==> src/rtl/lr_access_pkg.sv <==
`timescale 1ns/1ps
// Shared types and constants for the link register access router.
// Assumes two link registers: index 0 for level 1, index 1 for level 2.
package lr_access_pkg;

    typedef enum logic [1:0] {
        LVL0 = 2'd0,
        LVL1 = 2'd1,
        LVL2 = 2'd2,
        LVL3 = 2'd3
    } level_e;

    typedef enum logic [1:0] {
        VIEW_NONE  = 2'd0,
        VIEW_L1    = 2'd1,
        VIEW_ALIAS = 2'd2,
        VIEW_L2    = 2'd3
    } view_e;

    typedef struct packed {
        logic lvl2_en;
        logic lvl2_wide;
        logic host_mode;
        logic nest_virt;
        logic nest_el1;
        logic nest_mem;
    } virt_ctrl_t;

    localparam int OUTC_W   = 5;
    localparam int OC_UNDEF = 4;
    localparam int OC_TRAP  = 3;
    localparam int OC_MEM   = 2;
    localparam int OC_REG1  = 1;
    localparam int OC_REG2  = 0;

    localparam int NUM_LR = 2;
    localparam int LR_L1  = 0;
    localparam int LR_L2  = 1;

endpackage

==> src/rtl/lr_encoding_decode.sv <==
`timescale 1ns/1ps
// Encoding decoder: maps the five move-request fields to a register view.
// Assumes the fixed fields must all match; any mismatch yields VIEW_NONE.
module lr_encoding_decode
    import lr_access_pkg::*;
#(
    parameter logic [1:0] OP0_MATCH   = 2'b11,
    parameter logic [3:0] CRN_MATCH   = 4'b0100,
    parameter logic [3:0] CRM_MATCH   = 4'b0000,
    parameter logic [2:0] OP2_MATCH   = 3'b001,
    parameter logic [2:0] OP1_L1      = 3'b000,
    parameter logic [2:0] OP1_ALIAS   = 3'b101,
    parameter logic [2:0] OP1_L2      = 3'b100
) (
    input  logic [1:0] op0,
    input  logic [2:0] op1,
    input  logic [3:0] crn,
    input  logic [3:0] crm,
    input  logic [2:0] op2,
    output view_e      view
);

    logic fixed_ok;

    // Compare the invariant fields.
    always_comb begin
        fixed_ok = (op0 == OP0_MATCH) && (crn == CRN_MATCH) &&
                   (crm == CRM_MATCH) && (op2 == OP2_MATCH);
    end

    // Select the view from op1 when the fixed fields match.
    always_comb begin
        view = VIEW_NONE;
        if (fixed_ok) begin
            if (op1 == OP1_L1)
                view = VIEW_L1;
            else if (op1 == OP1_ALIAS)
                view = VIEW_ALIAS;
            else if (op1 == OP1_L2)
                view = VIEW_L2;
        end
    end

endmodule

==> src/rtl/lr_route_policy.sv <==
`timescale 1ns/1ps
// Routing policy: picks the one-hot outcome for a decoded view at the
// requester's level under the virtualization controls.
// Assumes purely combinational use; the top registers the result.
module lr_route_policy
    import lr_access_pkg::*;
(
    input  level_e            level,
    input  view_e             view,
    input  virt_ctrl_t        ctrl,
    output logic [OUTC_W-1:0] outcome
);

    logic all_nest;
    logic alias_mem;
    logic l1_trap;

    // Precompute the control combinations the priority chains test.
    always_comb begin
        all_nest  = ctrl.nest_mem & ctrl.nest_el1 & ctrl.nest_virt;
        alias_mem = ctrl.nest_mem & ~ctrl.nest_el1 & ctrl.nest_virt;
        l1_trap   = ~ctrl.nest_mem & ctrl.nest_el1;
    end

    // Priority chains per view and level.
    always_comb begin
        outcome = '0;
        outcome[OC_UNDEF] = 1'b1;
        if (view != VIEW_NONE && level != LVL0) begin
            outcome = '0;
            unique case (view)
                VIEW_L1: begin
                    if (level == LVL1) begin
                        if (ctrl.lvl2_en && l1_trap)
                            outcome[OC_TRAP] = 1'b1;
                        else if (ctrl.lvl2_en && ctrl.lvl2_wide && all_nest)
                            outcome[OC_MEM] = 1'b1;
                        else
                            outcome[OC_REG1] = 1'b1;
                    end else if (level == LVL2 && ctrl.host_mode) begin
                        outcome[OC_REG2] = 1'b1;
                    end else begin
                        outcome[OC_REG1] = 1'b1;
                    end
                end
                VIEW_ALIAS: begin
                    if (level == LVL1) begin
                        if (ctrl.lvl2_en && alias_mem)
                            outcome[OC_MEM] = 1'b1;
                        else if (ctrl.lvl2_en && ctrl.nest_virt)
                            outcome[OC_TRAP] = 1'b1;
                        else
                            outcome[OC_UNDEF] = 1'b1;
                    end else if (ctrl.lvl2_en && ctrl.host_mode) begin
                        outcome[OC_REG1] = 1'b1;
                    end else begin
                        outcome[OC_UNDEF] = 1'b1;
                    end
                end
                VIEW_L2: begin
                    if (level == LVL1) begin
                        if (ctrl.lvl2_en && ctrl.nest_mem && ctrl.nest_virt)
                            outcome[OC_REG1] = 1'b1;
                        else if (ctrl.lvl2_en && ctrl.nest_virt)
                            outcome[OC_TRAP] = 1'b1;
                        else
                            outcome[OC_UNDEF] = 1'b1;
                    end else begin
                        outcome[OC_REG2] = 1'b1;
                    end
                end
                default: outcome[OC_UNDEF] = 1'b1;
            endcase
        end
    end

endmodule

==> src/rtl/lr_link_regs.sv <==
`timescale 1ns/1ps
// Link register storage: NUM_REGS return-address registers with known flags.
// Update precedence per register: exception entry, then invalidate, then
// software write. Reset loads the poison pattern and clears the known flags.
module lr_link_regs #(
    parameter int               DATA_W   = 64,
    parameter int               NUM_REGS = 2,
    parameter logic [DATA_W-1:0] POISON  = 64'hDEAD_DEAD_DEAD_DEAD
) (
    input  logic                             clk,
    input  logic                             rst_n,
    input  logic [NUM_REGS-1:0]              sw_we,
    input  logic [DATA_W-1:0]                sw_wdata,
    input  logic [NUM_REGS-1:0]              ent_we,
    input  logic [DATA_W-1:0]                ent_addr,
    input  logic [NUM_REGS-1:0]              kill,
    output logic [NUM_REGS-1:0][DATA_W-1:0]  val,
    output logic [NUM_REGS-1:0]              known
);

    for (genvar i = 0; i < NUM_REGS; i++) begin : g_reg
        // Update one register under the fixed precedence.
        always_ff @(posedge clk) begin
            if (!rst_n) begin
                val[i]   <= POISON;
                known[i] <= 1'b0;
            end else if (ent_we[i]) begin
                val[i]   <= ent_addr;
                known[i] <= 1'b1;
            end else if (kill[i]) begin
                val[i]   <= POISON;
                known[i] <= 1'b0;
            end else if (sw_we[i]) begin
                val[i]   <= sw_wdata;
                known[i] <= 1'b1;
            end
        end
    end

endmodule

==> src/rtl/lr_access_router.sv <==
`timescale 1ns/1ps
// Link register access router top: decodes a move request, routes it
// according to level and virtualization controls, and registers a
// one-cycle response. Assumes at most one request per cycle.
module lr_access_router
    import lr_access_pkg::*;
#(
    parameter int                 DATA_W          = 64,
    parameter int                 OFFSET_W        = 12,
    parameter int                 SYND_W          = 6,
    parameter logic [OFFSET_W-1:0] REDIRECT_OFFSET = 12'h230,
    parameter logic [SYND_W-1:0]   TRAP_CLASS      = 6'h18,
    parameter logic [DATA_W-1:0]   POISON          = 64'hDEAD_DEAD_DEAD_DEAD
) (
    input  logic                clk,
    input  logic                rst_n,
    input  logic                req_valid,
    input  logic                req_write,
    input  logic [1:0]          req_op0,
    input  logic [2:0]          req_op1,
    input  logic [3:0]          req_crn,
    input  logic [3:0]          req_crm,
    input  logic [2:0]          req_op2,
    input  logic [DATA_W-1:0]   req_wdata,
    input  logic [1:0]          cur_level,
    input  logic                lvl2_en,
    input  logic                lvl2_wide,
    input  logic                host_mode,
    input  logic                nest_virt,
    input  logic                nest_el1,
    input  logic                nest_mem,
    input  logic                exc_entry_valid,
    input  logic                exc_entry_sel,
    input  logic [DATA_W-1:0]   exc_entry_addr,
    input  logic                exc_return_l1,
    output logic                rsp_valid,
    output logic [OUTC_W-1:0]   rsp_outcome,
    output logic [DATA_W-1:0]   rsp_rdata,
    output logic                rsp_rdata_known,
    output logic [OFFSET_W-1:0] rsp_mem_offset,
    output logic [SYND_W-1:0]   rsp_syndrome
);

    view_e                          view;
    virt_ctrl_t                     ctrl;
    logic [OUTC_W-1:0]              route;
    logic [NUM_LR-1:0]              sw_we;
    logic [NUM_LR-1:0]              ent_we;
    logic [NUM_LR-1:0]              kill;
    logic [NUM_LR-1:0][DATA_W-1:0]  lr_val;
    logic [NUM_LR-1:0]              lr_known;
    logic [DATA_W-1:0]              rd_data;
    logic                           rd_known;

    // Gather the control inputs into one struct.
    always_comb begin
        ctrl.lvl2_en   = lvl2_en;
        ctrl.lvl2_wide = lvl2_wide;
        ctrl.host_mode = host_mode;
        ctrl.nest_virt = nest_virt;
        ctrl.nest_el1  = nest_el1;
        ctrl.nest_mem  = nest_mem;
    end

    lr_encoding_decode u_decode (
        .op0  (req_op0),
        .op1  (req_op1),
        .crn  (req_crn),
        .crm  (req_crm),
        .op2  (req_op2),
        .view (view)
    );

    lr_route_policy u_policy (
        .level   (level_e'(cur_level)),
        .view    (view),
        .ctrl    (ctrl),
        .outcome (route)
    );

    for (genvar i = 0; i < NUM_LR; i++) begin : g_we
        localparam int OC_BIT = (i == LR_L1) ? OC_REG1 : OC_REG2;
        // Per-register write, entry and invalidate strobes.
        always_comb begin
            sw_we[i]  = req_valid & req_write & route[OC_BIT];
            ent_we[i] = exc_entry_valid & (exc_entry_sel == i[0]);
            kill[i]   = (i == LR_L1) ? exc_return_l1 : 1'b0;
        end
    end

    lr_link_regs #(
        .DATA_W   (DATA_W),
        .NUM_REGS (NUM_LR),
        .POISON   (POISON)
    ) u_regs (
        .clk      (clk),
        .rst_n    (rst_n),
        .sw_we    (sw_we),
        .sw_wdata (req_wdata),
        .ent_we   (ent_we),
        .ent_addr (exc_entry_addr),
        .kill     (kill),
        .val      (lr_val),
        .known    (lr_known)
    );

    // Read mux: the selected register's value, zero for other outcomes.
    always_comb begin
        rd_data  = '0;
        rd_known = 1'b0;
        if (route[OC_REG1]) begin
            rd_data  = lr_val[LR_L1];
            rd_known = lr_known[LR_L1];
        end else if (route[OC_REG2]) begin
            rd_data  = lr_val[LR_L2];
            rd_known = lr_known[LR_L2];
        end
    end

    // Response stage: capture the outcome and sidebands one cycle later.
    always_ff @(posedge clk) begin
        if (!rst_n) begin
            rsp_valid       <= 1'b0;
            rsp_outcome     <= '0;
            rsp_rdata       <= '0;
            rsp_rdata_known <= 1'b0;
            rsp_mem_offset  <= '0;
            rsp_syndrome    <= '0;
        end else begin
            rsp_valid       <= req_valid;
            rsp_outcome     <= req_valid ? route : '0;
            rsp_rdata       <= req_valid ? rd_data : '0;
            rsp_rdata_known <= req_valid & rd_known;
            rsp_mem_offset  <= (req_valid && route[OC_MEM]) ? REDIRECT_OFFSET : '0;
            rsp_syndrome    <= (req_valid && route[OC_TRAP]) ? TRAP_CLASS : '0;
        end
    end

endmodule

==> config.mk <==
export PLATFORM = sky130hd
export DESIGN_NAME = lr_access_router
export DESIGN_NICKNAME = d
export VERILOG_FILES = /design/src/rtl/lr_access_pkg.sv /design/src/rtl/lr_encoding_decode.sv /design/src/rtl/lr_route_policy.sv /design/src/rtl/lr_link_regs.sv /design/src/rtl/lr_access_router.sv
export SDC_FILE = /design/constraint.sdc
export NUM_CORES = 1
export LEC_CHECK = 0
export BUFFER_PORTS_ARGS = -buffer_cell sky130_fd_sc_hd__clkbuf_2
export CORE_AREA = 5 5 198 200
export CTS_BUF_LIST = sky130_fd_sc_hd__clkbuf_8
export DETAILED_ROUTE_END_ITERATION = 16
export DIE_AREA = 0 0 203 205
export GPL_TIMING_DRIVEN = 1
export HOLD_SLACK_MARGIN = 0.08
export PLACE_DENSITY = 0.45
export SLEW_MARGIN = 20
export SYNTH_ARGS = -nofsm -noshare
export SYNTH_HDL_FRONTEND = slang
export SYNTH_SLANG_ARGS = --single-unit
==> constraint.sdc <==
create_clock -name clk -period 4.8 [get_ports clk]
set_input_delay 0.48 -clock clk [delete_from_list [all_inputs] [get_ports clk]]
set_output_delay 0.48 -clock clk [all_outputs]
set_load 0.05 [all_outputs]
=== Yosys cells after proc, flatten, opt, wreduce, memory -nomap -nowiden ===
Cells that the tools add are included.

* Register bits: 219
* Input port bits: 159
* Output and inout bits: 89
* Word-level logic and storage cells: 105

* Eq/ne operators: 10
* Mux-type cells: 49
* Bitwise operators: 14
* Reductions and logical operators: 22

{| class="wikitable"
|+ Operators by type and width
! kind !! number
|-
| two-way mux 64 bit || 7
|-
| two-way mux 1 bit || 24
|-
| two-way mux 2 bit || 10
|-
| logical AND 1 bit || 15
|-
| bitwise AND 1 bit || 11
|-
| two-way mux 10 bit || 1
|-
| two-way mux 5 bit || 2
|-
| one-hot mux 1 bit (3 select lines) || 3
|-
| == test 2 bit (second input constant) || 4
|-
| == test 3 bit (second input constant) || 2
|-
| nonzero test 2 bit || 3
|-
| == test 2 x 1 -> 1 bit (second input constant) || 2
|-
| == test 4 x 3 -> 1 bit (second input constant) || 1
|-
| zero test 4 bit || 1
|-
| one-hot mux 1 bit (2 select lines) || 2
|-
| == test 3 x 1 -> 1 bit (second input constant) || 1
|-
| zero test 3 bit || 1
|-
| NOT 1 bit || 3
|-
| nonzero test 3 bit || 1
|-
| AND reduction 2 bit || 1
|}

=== Logic depth before layout (Yosys ltp) ===
* Depth after elaboration: 12
* Depth in mapped cells: 14
* Depth with buffers taken out: 9

=== Modules after synthesis ===
Synthesis repeated with hierarchy kept, for this count alone.

* Cell total of the unflattened synthesis: 1082
* Area, all modules: 9917.0 um^2

{| class="wikitable"
|+ Modules (own cells, without submodules)
! module !! times used !! cells each !! area an instance (um^2) !! sequential area each (um^2)
|-
| lr_link_regs || 1 || 710 || 6536.3 || 2602.5
|-
| lr_access_router || 1 || 326 || 3066.7 || 1461.4
|-
| lr_route_policy || 1 || 39 || 256.5 || 0.0
|-
| lr_encoding_decode || 1 || 7 || 57.6 || 0.0
|}

=== Least setup slack after synthesis ===
No wires, ideal clock.

* Kind: input to register
* Start: in req_op1[1]
* End: reg u_regs.val[0] (netlist bit)
* Library setup time: 0.131 ns
* Arrival: 2.831 ns
* Slack: 1.837 ns
* Stages on the path: 13
* Buffers on the path: 4
* Cells stage by stage: nor4bb_1 > and4_1 > buf_2 > clkbuf_1 > nand2_1 > inv_1 > ha_1 > nand3_1 > o22a_1 > buf_2 > clkbuf_1 > a2111oi_0 > nor3_1

* Longest elaborated chain between the ends: 10

{| class="wikitable"
|+ Ends and longest elaborated chain
! what !! RTL line !! text
|-
| start: declaration || lr_access_router.sv:20 || <nowiki>input logic [2:0] req_op1,</nowiki>
|-
| == test 3 bit || lr_encoding_decode.sv:39 || <nowiki>else if (op1 == OP1_L2)</nowiki>
|-
| two-way mux 2 bit || lr_encoding_decode.sv:39 ||
|-
| two-way mux 2 bit || lr_encoding_decode.sv:37 || <nowiki>else if (op1 == OP1_ALIAS)</nowiki>
|-
| two-way mux 2 bit (*) || lr_encoding_decode.sv:35 || <nowiki>if (op1 == OP1_L1)</nowiki>
|-
| two-way mux 2 bit (*) || lr_encoding_decode.sv:34 || <nowiki>if (fixed_ok) begin</nowiki>
|-
| == test 2 bit (tied with other cells) || lr_route_policy.sv:31 || <nowiki>unique case (view)</nowiki>
|-
| one-hot mux 1 bit (3 select lines) or logical AND 1 bit (tied branches) || lr_route_policy.sv:31, lr_route_policy.sv:29 ||
|-
| two-way mux 5 bit (*) || lr_route_policy.sv:29 || <nowiki>if (view != VIEW_NONE && level != LVL0) begin</nowiki>
|-
| bitwise AND 1 bit (*) || lr_access_router.sv:85 || <nowiki>sw_we[i] = req_valid & req_write & route[OC_BIT];</nowiki>
|-
| nonzero test 3 bit (no line) (*) || -- ||
|-
| end signal: indexed assignment || lr_link_regs.sv:28 || <nowiki>val[i] <= ent_addr;</nowiki>
|-
| end signal: indexed assignment || lr_link_regs.sv:34 || <nowiki>val[i] <= sw_wdata;</nowiki>
|-
| end: declaration || lr_link_regs.sv:17 || <nowiki>output logic [NUM_REGS-1:0][DATA_W-1:0] val,</nowiki>
|}

Every way passes the cells marked *; elsewhere a longest branch is shown, timed or not.
A chain may end at the register's enable or synchronous reset.

=== Final worst setup path ===
* Start: in req_op1[1]
* End: reg u_regs.val[73] (netlist bit)

* Longest elaborated chain between the ends: 10

{| class="wikitable"
|+ Ends and longest elaborated chain
! what !! RTL line
|-
| == test 3 bit || lr_encoding_decode.sv:39
|-
| two-way mux 2 bit || lr_encoding_decode.sv:39
|-
| two-way mux 2 bit || lr_encoding_decode.sv:37
|-
| two-way mux 2 bit (*) || lr_encoding_decode.sv:35
|-
| two-way mux 2 bit (*) || lr_encoding_decode.sv:34
|-
| == test 2 bit (tied with other cells) || lr_route_policy.sv:31
|-
| one-hot mux 1 bit (2 select lines) or logical AND 1 bit (tied branches) || lr_route_policy.sv:31, lr_route_policy.sv:29
|-
| two-way mux 5 bit (*) || lr_route_policy.sv:29
|-
| bitwise AND 1 bit (*) || lr_access_router.sv:85
|-
| nonzero test 2 bit (no line) (*) || --
|}

Marks and branches as above.

==> impl_metrics.py <==
metrics = {
    "timing": {
        "fin_skew_ns": 0.0281,
        "drv_slew": 0,
        "fmax_mhz": 292,
        "setup_viol": 0,
        "setup-tns-final_ns": 0,
        "final-hold-violation-count": 0,
        "grt_setup_unrepaired": "false",
        "min_period_over_period_pct": 71.3,
        "worstMarginPinSlew_ns": 1.13,
        "setup_ws_ns": 1.38,
        "relSlewSlack_pct": 25.0,
        "period_needed_ns": 3.42,
    },
    "synthesis": {
        "netlist-cell-type-count": 53,
        "synth_ff_type": "dfxtp_1",
        "synth_area_leaders": "dfxtp_1 37%, a2111oi_0 7.0%, nor3_1 6.9%, a22o_1 5.2%, nor2_1 4.0%",
        "syn_area_um2": 11000,
        "syn-instance-count": 1309,
        "yosysSeqAreaShare_pct": 36.9,
        "synth_top_area_share_pct": 36.9,
        "yosysWarnings": 0,
        "yosys.area.top_type": "dfxtp_1",
        "synth_edf_count": 0,
        "synth_most_common_cell": "dfxtp_1",
        "avgSynthCellArea_um2": 8.42,
        "yosys-top-cells-count": "203 x dfxtp_1, 152 x nor3_1, 117 x nor2_1",
        "ys_async_sr_fraction_pct": 0,
        "synth-seq-cells": 203,
    },
    "grt": {
        "first_global_vias": 11505,
        "grt_antenna_before_repair": 2,
        "grt_usage_pct": 21.0,
        "grt_max_degree": 110,
        "overflow": 0,
        "grt_pass1_wl_um": 69900,
    },
    "worst_setup_path": {
        "slowest_delay_ns": 0.68,
        "cp_slowest_cell": "a211o_1",
        "critPathMaxFanout": 44,
        "worst_setup_path_end_kind": "flop",
        "path_class": "primary input to flop",
        "crit_path_frequent_cell": "buf_4",
        "start_kind": "primary input",
        "cp_cell_sequence": "clkbuf_2, nor4bb_1, nand4_1, buf_4, nor2_1, ha_1, nand3b_1, a211o_1, nor2_4, buf_4, a311oi_1",
        "crit_required_ns": 5.20,
        "arrival_ns": 3.82,
        "r2r_slack_ns": 3.55,
    },
    "floorplanning": {
        "die_width_um": 203,
        "initial_core_util_pct": 29.6,
        "die_h_um": 205,
        "fp.coreArea_um2": 37200,
        "die_area_um2": 41600,
        "num_rows": 71,
        "io_pins": 248,
    },
    "route": {
        "drc_errors": 0,
        "drt.antenna.violating_nets": 0,
        "first_pass_iters": 5,
        "routed_wirelength_um": 45700,
        "via_per_inst": 5.98,
        "drtIter0Drc": 928,
        "vias": 11587,
        "wl_per_cell_um": 23.6,
    },
    "worst_hold_path": {
        "hold_class": "primary input to flop",
    },
    "power": {
        "power_density_nw_per_um2": 305,
        "irDropWorstVdd_uv": 152,
        "cellLeakagePower_nw": 4.78,
    },
    "placed_design": {
        "portBuffers": 234,
        "gp_congestion": 0.752,
        "place_ws_ns": 0.850,
        "hpwl_um": 25700,
        "place_inst": 1861,
        "detailed_place.area_um2": 12300,
    },
    "clocking": {
        "cts_setup_buffers": 0,
        "clk_pin_slew_worst_paths_ns": 0.05,
        "cts_tree": "built",
        "insertion_delay_ns": 0.58,
        "htree_num_levels": 2,
        "hold_buffers": 0,
        "clockBufferDepth": 3,
        "cts_num_sinks": 203,
        "cts_buffers": 41,
        "cts_root_buf": "clkbuf_8",
        "cts_resized": 0,
    },
    "final_layout": {
        "num-fill-cells": 3918,
        "fin_nets": 1593,
        "final_cells": 1937,
        "syn2layout_area_growth_pct": 18.7,
        "design_area_um2": 13100,
        "layout-drive-gt1-share_pct": 24.4,
    },
    "outcome": {
        "outcome": "finished, final reports clean",
    },
    "flow_run": {
        "cap_violations": 0,
    },
}
## kinds of logic (layout without fill, tap and decap cells)
family / after synthesis / count (layout) / share of synthesized area (%)
buffers and inverters: 201 / 342 / 8.51
and+or+nand+nor: 494 / 494 / 24.0
AOI/OAI and AO/OA: 385 / 385 / 28.0
other: 1 / 14 / 0.0340
muxes: 21 / 21 / 2.15
DFF: 203 / 203 / 36.9
adders and majority gates: 4 / 4 / 0.454
## area by class of cell
cell class                 instances  area [um2]  area share [%]
sequential                       203        4060            31.1
multi-input combinational        917        6200            47.4
clock buffer                      51         702            5.37
clock inverter                    24         100           0.766
tap                              474         593            4.54
antenna                            1        2.50          0.0191
inverter                           6        27.5           0.211
timing repair buffer             261        1390            10.6
## through the flow
| step | util [%] | total power, mW | hold WS, ns |
|---|---|---|---|
| 2_1_floorplan | - | 2.08 | 0.439 |
| 3_3_place_gp | 33.0 | 2.26 | 0.447 |
| 3_5_place_dp | 33.0 | 2.26 | 0.453 |
| 4_1_cts | 35.1 | 4.05 | 0.141 |
| 5_1_grt | 35.1 | 4.18 | 0.197 |
| 6_report | 35.1 | 3.99 | 0.189 |
## layout by cell type, fill, tap and decap left out, types with 2 or more instances in the layout
master     synthesis  routed
mux2_2            21      21
a311oi_1          44      44
dfxtp_1          203     203
or4_1             44      44
nor3_1           152     152
clkinv_2           0       5
o32ai_1           44      44
buf_4             22      27
nand2_1           28      27
conb_1             1      13
nor4_1            23      23
o21ai_0           66      66
nor2b_1           24      23
a22o_1            65      65
a21oi_1            3       3
nand3b_1          47      47
clkbuf_2           0     233
nor2_1           117     116
nand2b_4           1       2
o2111ai_1         22      21
ha_1               4       4
nand3_1           43      43
nor3b_1            2       2
clkbuf_8           0      51
a211oi_1          20      20
a32oi_1           20      20
a2111oi_0         88      88
inv_1              5      23
## state kept, by name, summed over array words and instances (netlist names)
signal / count
rsp_rdata_known: 1
rsp_outcome: 5
rsp_syndrome: 1
rsp_mem_offset: 1
u_regs.known: 2
rsp_rdata: 64
u_regs.val: 128
rsp_valid: 1
## critical path, delay by kind of cell
| kind | cells | cell delay (ns) |
|---|---|---|
| adders and majority gates | 1 | 0.37 |
| AOI/OAI and AO/OA | 2 | 0.90 |
| and+or+nand+nor | 5 | 1.12 |
| buffers and inverters | 3 | 0.93 |
## metal layers
metal	track usage [%]	wire length (um)	vias to the layer above
li1	-	-	5378
met4	7.20	1070	2
met5	0	12	-
met3	3.61	2870	74
met2	34.3	21500	489
met1	28.3	20300	5644
## path summary, 6_finish.rpt
| kind | startpoint | end | cells past startpoint |
|---|---|---|---|
| max | req_op1[1] | u_regs.val[73] | 11 |
| min | exc_entry_addr[24] | u_regs.val[24] | 3 |
| max reg2reg | u_regs.val[60] | u_regs.val[60] | 3 |
| min reg2reg | u_regs.val[68] | rsp_rdata[4] | 1 |
## power by group
group / total [mW] / internal [mW] / switching (mW)
clock: 1.76 / 0.955 / 0.807
combinational: 0.446 / 0.153 / 0.293
sequential: 1.78 / 1.75 / 0.0332
No activity file was read; power rests on OpenSTA's default activity.
